**config.mk**
```make
export PLATFORM = sky130hd
export DESIGN_NAME = sync_normalizer
export DESIGN_NICKNAME = d
export VERILOG_FILES = /design/src/rtl/sync_norm_pkg.sv /design/src/rtl/sync_norm_sync2.sv /design/src/rtl/sync_norm_activity.sv /design/src/rtl/sync_norm_poldet.sv /design/src/rtl/sync_norm_chan.sv /design/src/rtl/sync_normalizer.sv
export SDC_FILE = /design/constraint.sdc
export NUM_CORES = 1
export LEC_CHECK = 0
export ABC_AREA = 1
export ABC_CLOCK_PERIOD_IN_PS = 2800
export BUFFER_PORTS_ARGS = -buffer_cell sky130_fd_sc_hd__buf_2
export CELL_PAD_IN_SITES_DETAIL_PLACEMENT = 1
export CELL_PAD_IN_SITES_GLOBAL_PLACEMENT = 2
export CORE_ASPECT_RATIO = 1.75
export CORE_MARGIN = 2
export CORE_UTILIZATION = 36
export DETAILED_ROUTE_END_ITERATION = 12
export GPL_TIMING_DRIVEN = 1
export PLACE_DENSITY_LB_ADDON = 0.1
export SLEW_MARGIN = 20
export SYNTH_ARGS = -nofsm -noshare
export SYNTH_HDL_FRONTEND = slang
export SYNTH_SLANG_ARGS = --single-unit
```
**constraint.sdc**
```tcl
create_clock -name clk -period 2.8 [get_ports clk]
set_clock_uncertainty 0.2 [all_clocks]
set_input_delay 0.56 -clock clk [delete_from_list [all_inputs] [get_ports clk]]
set_output_delay 0.56 -clock clk [all_outputs]
set_load 0.01 [all_outputs]
```
**src/rtl/sync_norm_pkg.sv**
```systemverilog
package sync_norm_pkg;

  // Control bits for one sync channel
  typedef struct packed {
    logic src_ovr;
    logic src_sel;
    logic pol_ovr;
    logic pol_val;
  } chan_ctrl_t;

  // Source encodings (also used on status outputs)
  localparam logic SRC_PIN = 1'b0;
  localparam logic SRC_ALT = 1'b1;

  // Polarity encodings
  localparam logic POL_LOW  = 1'b0;
  localparam logic POL_HIGH = 1'b1;

endpackage

```
**src/rtl/sync_norm_sync2.sv**
```systemverilog
module sync_norm_sync2 #(
  parameter int W = 2
) (
  input  logic         clk,
  input  logic         rst,
  input  logic [W-1:0] din,
  output logic [W-1:0] dout
);

  logic [W-1:0] meta_q;
  logic [W-1:0] stab_q;

  always_ff @(posedge clk) begin
    if (rst) begin
      meta_q <= '0;
      stab_q <= '0;
    end else begin
      meta_q <= din;
      stab_q <= meta_q;
    end
  end

  assign dout = stab_q;

endmodule

```
**src/rtl/sync_norm_activity.sv**
```systemverilog
module sync_norm_activity #(
  parameter int ACT_W = 20
) (
  input  logic clk,
  input  logic rst,
  input  logic din,
  output logic active
);

  localparam logic [ACT_W-1:0] CNT_MAX = '1;

  logic             prev_q;
  logic [ACT_W-1:0] idle_q;
  logic             act_q;
  logic             toggle;

  assign toggle = din ^ prev_q;

  always_ff @(posedge clk) begin
    if (rst) begin
      prev_q <= 1'b0;
      idle_q <= CNT_MAX;
      act_q  <= 1'b0;
    end else begin
      prev_q <= din;
      if (toggle) begin
        idle_q <= '0;
        act_q  <= 1'b1;
      end else if (idle_q == CNT_MAX) begin
        act_q  <= 1'b0;
      end else begin
        idle_q <= idle_q + 1'b1;
      end
    end
  end

  assign active = act_q;

endmodule

```
**src/rtl/sync_norm_poldet.sv**
```systemverilog
module sync_norm_poldet #(
  parameter int POL_W = 10
) (
  input  logic clk,
  input  logic rst,
  input  logic din,
  output logic pol_high
);

  import sync_norm_pkg::*;

  localparam int                 HW       = POL_W + 1;
  localparam logic [POL_W-1:0]   WIN_LAST = '1;
  localparam logic [HW-1:0]      HALF     = HW'(2 ** (POL_W - 1));

  logic [POL_W-1:0] pos_q;
  logic [HW-1:0]    hi_q;
  logic [HW-1:0]    hi_sum;
  logic             pol_q;

  assign hi_sum = hi_q + HW'(din);

  always_ff @(posedge clk) begin
    if (rst) begin
      pos_q <= '0;
      hi_q  <= '0;
      pol_q <= POL_HIGH;
    end else begin
      pos_q <= pos_q + 1'b1;
      if (pos_q == WIN_LAST) begin
        hi_q  <= '0;
        pol_q <= (hi_sum > HALF) ? POL_LOW : POL_HIGH;
      end else begin
        hi_q <= hi_sum;
      end
    end
  end

  assign pol_high = pol_q;

endmodule

```
**src/rtl/sync_norm_chan.sv**
```systemverilog
module sync_norm_chan #(
  parameter int ACT_W = 20,
  parameter int POL_W = 10
) (
  input  logic                     clk,
  input  logic                     rst,
  input  logic                     raw_pin,
  input  logic                     raw_alt,
  input  sync_norm_pkg::chan_ctrl_t ctrl,
  output logic                     sync_o,
  output logic [1:0]               act_o,
  output logic                     src_o,
  output logic                     pol_o
);

  import sync_norm_pkg::*;

  localparam int NSRC = 2;

  logic [NSRC-1:0] raw_vec;
  logic [NSRC-1:0] syn_vec;
  logic [NSRC-1:0] act_vec;
  logic            src_q;
  logic            src_nxt;
  logic            chosen;
  logic            det_pol;
  logic            pol_eff;
  logic            out_q;

  assign raw_vec = {raw_alt, raw_pin};

  sync_norm_sync2 #(.W(NSRC)) u_sync (
    .clk  (clk),
    .rst  (rst),
    .din  (raw_vec),
    .dout (syn_vec)
  );

  for (genvar gi = 0; gi < NSRC; gi++) begin : g_act
    sync_norm_activity #(.ACT_W(ACT_W)) u_act (
      .clk    (clk),
      .rst    (rst),
      .din    (syn_vec[gi]),
      .active (act_vec[gi])
    );
  end

  always_comb begin
    if (ctrl.src_ovr || (act_vec == 2'b11)) begin
      src_nxt = ctrl.src_sel;
    end else if (act_vec[0]) begin
      src_nxt = SRC_PIN;
    end else if (act_vec[1]) begin
      src_nxt = SRC_ALT;
    end else begin
      src_nxt = SRC_PIN;
    end
  end

  always_ff @(posedge clk) begin
    if (rst) src_q <= SRC_PIN;
    else     src_q <= src_nxt;
  end

  assign chosen = syn_vec[src_q];

  sync_norm_poldet #(.POL_W(POL_W)) u_pol (
    .clk      (clk),
    .rst      (rst),
    .din      (chosen),
    .pol_high (det_pol)
  );

  assign pol_eff = ctrl.pol_ovr ? ctrl.pol_val : det_pol;

  always_ff @(posedge clk) begin
    if (rst) out_q <= 1'b0;
    else     out_q <= (pol_eff == POL_HIGH) ? chosen : ~chosen;
  end

  assign sync_o = out_q;
  assign act_o  = act_vec;
  assign src_o  = src_q;
  assign pol_o  = det_pol;

endmodule

```
**src/rtl/sync_normalizer.sv**
```systemverilog
module sync_normalizer #(
  parameter int ACT_W = 20,
  parameter int POL_W = 10
) (
  input  logic       clk,
  input  logic       rst,
  input  logic       hs_pin_i,
  input  logic       hs_sog_i,
  input  logic       vs_pin_i,
  input  logic       vs_sep_i,
  input  logic       hs_src_ovr,
  input  logic       hs_src_sel,
  input  logic       hs_pol_ovr,
  input  logic       hs_pol_val,
  input  logic       vs_src_ovr,
  input  logic       vs_src_sel,
  input  logic       vs_pol_ovr,
  input  logic       vs_pol_val,
  output logic       hs_o,
  output logic       vs_o,
  output logic [1:0] hs_act_o,
  output logic [1:0] vs_act_o,
  output logic       hs_src_o,
  output logic       vs_src_o,
  output logic       hs_pol_o,
  output logic       vs_pol_o
);

  import sync_norm_pkg::*;

  chan_ctrl_t hs_ctrl;
  chan_ctrl_t vs_ctrl;

  assign hs_ctrl = '{src_ovr: hs_src_ovr, src_sel: hs_src_sel,
                     pol_ovr: hs_pol_ovr, pol_val: hs_pol_val};
  assign vs_ctrl = '{src_ovr: vs_src_ovr, src_sel: vs_src_sel,
                     pol_ovr: vs_pol_ovr, pol_val: vs_pol_val};

  sync_norm_chan #(.ACT_W(ACT_W), .POL_W(POL_W)) u_hs (
    .clk     (clk),
    .rst     (rst),
    .raw_pin (hs_pin_i),
    .raw_alt (hs_sog_i),
    .ctrl    (hs_ctrl),
    .sync_o  (hs_o),
    .act_o   (hs_act_o),
    .src_o   (hs_src_o),
    .pol_o   (hs_pol_o)
  );

  sync_norm_chan #(.ACT_W(ACT_W), .POL_W(POL_W)) u_vs (
    .clk     (clk),
    .rst     (rst),
    .raw_pin (vs_pin_i),
    .raw_alt (vs_sep_i),
    .ctrl    (vs_ctrl),
    .sync_o  (vs_o),
    .act_o   (vs_act_o),
    .src_o   (vs_src_o),
    .pol_o   (vs_pol_o)
  );

endmodule

```
After elaboration in Yosys (flattened, before gate mapping)
Index checks and enable logic that the tools add are counted.

word-level totals
  output and inout bits = 10
  logic and storage cells = 96
  RAM bits = 0
  bits in latches = 0
  memories kept = 0
  bits in read-only memories = 0
  bits of input ports = 14
  flip-flop bits (word level) = 144

cells by class
  div/mod/pow operators = 0
  eq/ne operators = 12
  $mul = 0
  order comparisons = 4
  mux-type cells = 32
  reduce and logical (&&, ||, !) cells = 8
  shift operators = 0
  $add $sub $neg = 8
  bitwise operators = 6

operators with widths
  operator                                                                            number
  20-bit 2-to-1 mux                                                                   8
  20-bit by 1-bit adder with 20-bit output (second input constant)                    4
  20-bit equality test (second input constant)                                        4
  1-bit 2-to-1 mux                                                                    24
  11-bit by 1-bit adder with 11-bit output                                            2
  11-bit by 10-bit greater-than comparator with 1-bit output (second input constant)  2
  10-bit by 1-bit adder with 10-bit output (second input constant)                    2
  10-bit equality test (second input constant)                                        2
  2-bit != test (second input constant)                                               4
  2-bit nonzero test                                                                  4
  2-bit equality test (second input constant)                                         2
  1-bit by 2-bit < comparator with 1-bit output (second input constant)               2
  2-bit OR reduction                                                                  2
  1-bit XOR                                                                           4
  1-bit logical OR                                                                    2
  1-bit NOT                                                                           2

Depth between registers and ports, before layout
  word-level depth = 5
  gate-level depth with buffers = 15
  gate-level depth less buffers = 15

Cells and area by module
A second synthesis with hierarchy kept.

unflattened totals
  cells, all modules = 1096
  area total of the unflattened synthesis = 7434.6 µm²

modules (own cells, without submodules)
  module              area an instance (µm²)  times used  seq. area each (µm²)  cells each
  sync_norm_activity  1237.4                  4           440.4                 188
  sync_norm_poldet    1013.5                  2           440.4                 138
  sync_norm_chan      118.9                   2           40.0                  22
  sync_norm_sync2     110.1                   2           80.1                  12

Least setup slack after synthesis
Ideal clock, no wire load.

  path kind = register to register
  start = reg u_vs.u_sync.stab_q[0], in the netlist u_vs.u_sync.dout[0]
  end = reg u_vs.u_pol.pol_q, in the netlist u_vs.u_pol.pol_high
  library setup time = 59 ps
  data arrival time = 1779 ps
  stages on the path, launching flop included = 15
  path buffers = 0
  period minus slack after synthesis = 2038 ps
  path slack = 762 ps
  data required time = 2541 ps
  cell sequence = dfxtp_1 inv_1 o21ai_0 ha_1 ha_1 nand2_1 inv_1 nand2_1 nor2_2 nand3_1 nand2_1 nand2_1 nor2_1 nand2_1 nand2_1

on the way
  cells in the longest elaborated chain, start to end = 5

ends and longest elaborated chain
  item                                                        line                    RTL
  from (decl)                                                 sync_norm_sync2.sv:11   logic [W-1:0] stab_q;
  from (signal assigned)                                      sync_norm_sync2.sv:19   stab_q <= meta_q;
  1-bit 2-to-1 mux (implied by the code) (2 in a row)         sync_norm_chan.sv:65    assign chosen = syn_vec[src_q];
  11-bit by 1-bit adder with 11-bit output                    sync_norm_poldet.sv:21  assign hi_sum = hi_q + HW'(din);
  11-bit by 10-bit greater-than comparator with 1-bit output  sync_norm_poldet.sv:32  pol_q <= (hi_sum > HALF) ? POL_LOW : POL_HIGH;
  1-bit 2-to-1 mux                                            sync_norm_poldet.sv:32
  to (signal assigned)                                        sync_norm_poldet.sv:32
  to (decl)                                                   sync_norm_poldet.sv:19  logic pol_q;

Every way passes these cells. The select of a mux whose other input is x is not followed.
A chain may end at the register's enable or synchronous reset.

Worst setup path after layout
Ends and elaborated chain as after synthesis.

==> impl_results.rst <==
.. list-table::
   :header-rows: 1

   * - Metric
     - Value
   * - Result of the run
     - finished with violations
   * - Violations in the final reports
     - DRC
   * - Final wirelength
     - around 20,000 um
   * - Total number of clock tree sinks
     - 144
   * - Net Count, Synth
     - ~1.1k
   * - Max Buffers Root-to-Sink
     - 2
   * - Type of element launching the critical path
     - flip-flop
   * - Total of flip-flops plus latches after synthesis
     - roughly 140
   * - Synth-to-Final Area Change
     - 12.4%
   * - RSZ-0062 raised after global routing
     - no
   * - Count of warnings emitted by yosys
     - 0
   * - Most frequent standard cell in the layout excluding fill and tap cells
     - sky130_fd_sc_hd__nand2_1
   * - Cells along the critical path
     - inv_1 -> o21ai_0 -> buf_4 -> ha_1 -> ha_1 -> nand2_1 -> inv_1 -> nand2_1 -> nor2_2 -> nand3_1 -> nand2_1 -> nand2_1 -> nor2_1 -> nand2_1 -> nand2_1
   * - Initial core utilization
     - a little over a third
   * - Compound-Gate Fraction of Synth Area
     - under 10%
   * - Final setup violation count
     - 0
   * - Fraction of final layout cells sized beyond drive strength 1
     - 11.9%
   * - Final Power
     - roughly 6.5 mW
   * - Buffers added on ports
     - 23
   * - Final period util
     - 77.7%
   * - Worst EP required
     - 2.98 ns
   * - Net count of the finished layout
     - around 1.1k
   * - Reg2reg path depth
     - 15
   * - Vertical die dimension
     - ~190 um
   * - Min-Delay Path Class
     - input port to flip-flop
   * - 1st-pass router iterations
     - 8
   * - Area share of the largest cell type after synthesis
     - 38.6%
   * - Max frequency
     - about 0.46 GHz
   * - Global-route wire length before repair
     - 35,100 um
   * - Most frequent cells in the layout
     - sky130_fd_sc_hd__nand2_1, sky130_fd_sc_hd__nand3_1, sky130_fd_sc_hd__dfxtp_1
   * - CP max stage cell
     - sky130_fd_sc_hd__dfxtp_1
   * - Share of synthesized area spent on multiplexers
     - 0.268%
   * - Leakage dissipation
     - around 4.0 nW
   * - Number of antenna violations at the first check in global routing
     - 0
   * - Number of distinct library cell variants in the gate-level netlist after synthesis
     - 45
   * - Total Neg Setup Slack
     - 0 ns
   * - Post_cts resized
     - 0
   * - Worst relative slew slack
     - 61.1%
   * - Placed instance area
     - 7800 um^2
   * - Maximum fanout count along the critical path
     - 4
   * - Max Transition Viols Final
     - 0
   * - Core area
     - 20,400 um^2
   * - Insertion delay to the later sink of the worst-skew pair
     - between 0.4 and 0.5 ns
   * - Synthesized area per cell
     - ~7 um^2
   * - Slew at the pin with the worst max-slew slack
     - between 0.5 and 0.6 ns
   * - Number of fill cells in the layout
     - ~2.6k
   * - RePlAce Congestion
     - ~0.81
   * - ANT cells
     - 0
   * - # hold bufs at CTS
     - 0
   * - Area share of xor/xnor cells in the synthesized design
     - 2.08%
   * - VDD IR max
     - roughly 0.5 mV
   * - Clk slew on worst S/H paths
     - around 0.06 ns
   * - Remaining Overflow, GRT
     - 0
   * - Final HPWL from detailed placement
     - 15,100 um
   * - CP endpoint kind
     - flip-flop
   * - Largest net degree at the start of global routing
     - 50
   * - Number of instances on the worst hold path
     - 3
   * - Pwr per Cell Area
     - ~770 nW/um^2
   * - Synth Area in Adders
     - around 1.8%
   * - Number of synthesized flops with an enable pin
     - 0
   * - Synth area leader
     - sky130_fd_sc_hd__dfxtp_1
   * - Floorplan row count
     - 69
   * - Most frequent cell on the critical path
     - sky130_fd_sc_hd__nand2_1
   * - CTS H-Tree Depth
     - 4
   * - Clock tree from TritonCTS
     - built
   * - Cell count after placement
     - 1,315
   * - Shortest period the worst path allows
     - 2.18 ns
   * - Fraction of registers with async set/reset
     - 0%
   * - Number of DRC violations after detailed routing
     - 2
   * - Via count of the first global-routing pass
     - 7,450
   * - Dominant combinational cell family by area after synthesis
     - simple AND/OR/NAND/NOR gates
   * - Gate count of the mapped netlist
     - ~1.1k
   * - Vias per std cell
     - 5.16
   * - Top flip-flop cell by instance count after synthesis
     - sky130_fd_sc_hd__dfxtp_1
   * - Global router's overall resource usage
     - 19.7%
   * - Die Span X
     - ~110 um
   * - Post-route antenna net violation count
     - 0
   * - CTS root buffer
     - sky130_fd_sc_hd__clkbuf_16
   * - Finished Cell Area
     - approximately 8400 um^2
   * - Total vias in the final route
     - between 6k and 7k
   * - Top-level port count
     - 24
   * - Maximum single-stage delay on the critical path
     - roughly 0.37 ns
   * - Count of buffers added by post-CTS timing repair for setup
     - 0
   * - # Max-Cap Violations
     - 0
   * - Number of buffers added by the clock tree synthesis step
     - 17
   * - Average wire length per cell after detail routing
     - 14.9 um
   * - Post-synthesis share of cell area spent on and, or, nand and nor gates
     - about two fifths
   * - Path type of the worst setup path
     - flip-flop to flip-flop
   * - Part of the Yosys area used for sequential elements
     - a little under 40%
   * - Non-filler cells, final
     - between 1k and 1.5k
   * - WP data arrival
     - approximately 2.4 ns
   * - Largest cells by area after synthesis
     - sky130_fd_sc_hd__dfxtp_1, sky130_fd_sc_hd__nand3_1, sky130_fd_sc_hd__nand2_1
   * - Final hold violations
     - 0
   * - DRT iter0 DRCs
     - 240
   * - Die Outline Area
     - roughly 22,000 um^2
   * - Netlist area before placement
     - between 7000 and 8000 um^2
==> where the power goes <==
group	internal [mW]	switching, mW
Combinational	0.570	1.05
Clock	1.48	0.868
Sequential	2.27	0.230
Total	4.32	2.15
==> per-layer routing <==
metal / vias up / GRT usage [%] / part of all wire [%]
met1: 3315 / 20.3 / 40
met2: 55 / 38.6 / 56
met4: 0 / 7.95 / 2.7
li1: 3533 / - / -
met3: 31 / 3.02 / 1.6
met5: - / 0 / 0
==> registers in the layout, summed over array words and instances, names as in the netlist <==
register                 flops
u_hs.u_pol.pos_q            10
u_vs.u_pol.hi_q             11
u_hs.u_sync.meta_q           2
u_vs.u_pol.pol_high          1
u_vs.src_o                   1
u_hs.g_act.u_act.idle_q     40
u_vs.g_act.u_act.prev_q      2
u_vs.u_sync.dout             2
u_vs.u_pol.pos_q            10
u_vs.g_act.u_act.idle_q     40
u_hs.u_pol.hi_q             11
u_hs.g_act.u_act.active      2
u_hs.src_o                   1
u_hs.u_sync.dout             2
u_hs.sync_o                  1
u_hs.u_pol.pol_high          1
u_vs.g_act.u_act.active      2
u_vs.sync_o                  1
u_vs.u_sync.meta_q           2
u_hs.g_act.u_act.prev_q      2
==> Yosys cell counts, types with 7 or more instances <==
master                     count
sky130_fd_sc_hd__or2_2        13
sky130_fd_sc_hd__nor2_1      111
sky130_fd_sc_hd__dfxtp_1     144
sky130_fd_sc_hd__a31o_2        7
sky130_fd_sc_hd__nor3_2        8
sky130_fd_sc_hd__o211ai_1     15
sky130_fd_sc_hd__clkbuf_1     14
sky130_fd_sc_hd__nand2_2       9
sky130_fd_sc_hd__xor2_1        7
sky130_fd_sc_hd__nand3_1     168
sky130_fd_sc_hd__ha_1         11
sky130_fd_sc_hd__inv_1       135
sky130_fd_sc_hd__o21ai_0      27
sky130_fd_sc_hd__a21oi_1      29
sky130_fd_sc_hd__nand4_1      27
sky130_fd_sc_hd__xnor2_1       7
sky130_fd_sc_hd__nand2_1     216
sky130_fd_sc_hd__nor3_1       38
==> logic make-up (layout without fill, tap and decap cells) <==
logic type               Yosys count  after routing
AND/OR/NAND/NOR                  627            627
buffers and inverters            170            205
flip-flops                       144            144
AO/OA/AOI/OAI                     92             92
XOR/XNOR                          16             16
adder cells (fa/ha/maj)           11             11
multiplexers                       2              2
==> worst paths after layout <==
check / start / slack (ns) / endpoint
setup / recovery: u_vs.u_sync.dout[0] / 0.62 / u_vs.u_pol.pol_high
setup reg to reg: u_vs.u_sync.dout[0] / 0.62 / u_vs.u_pol.pol_high
hold reg to reg: u_hs.u_sync.meta_q[0] / 0.20 / u_hs.u_sync.dout[0]
hold / removal: vs_pin_i / 0.13 / u_vs.u_sync.meta_q[0]
==> critical path: cells and delay by family, from the launching register on <==
family / cells / cell delay, ns
AND/OR/NAND/NOR: 9 / 0.71
flip-flops: 1 / 0.37
adder cells (fa/ha/maj): 2 / 0.35
buffers and inverters: 3 / 0.31
AO/OA/AOI/OAI: 1 / 0.16
==> stage by stage <==
step           hold WS (ns)  setup WS (ns)  utilization [%]
2_1_floorplan         0.188          0.762                -
3_3_place_gp          0.191          0.598             38.3
3_5_place_dp          0.198          0.572             38.3
4_1_cts               0.116          0.555             41.2
5_1_grt               0.132          0.316             41.2
6_report              0.131          0.624             41.2
==> cell type report <==
cell class	instances	area, um^2	area share [%]
tap	248	310	3.69
multi-input combinational	748	3870	46.1
inverter	142	534	6.36
sequential	144	2880	34.3
clock buffer	24	492	5.86
clock inverter	6	105	1.25
timing repair buffer	33	203	2.41
No activity file was read; power rests on OpenSTA's default activity.
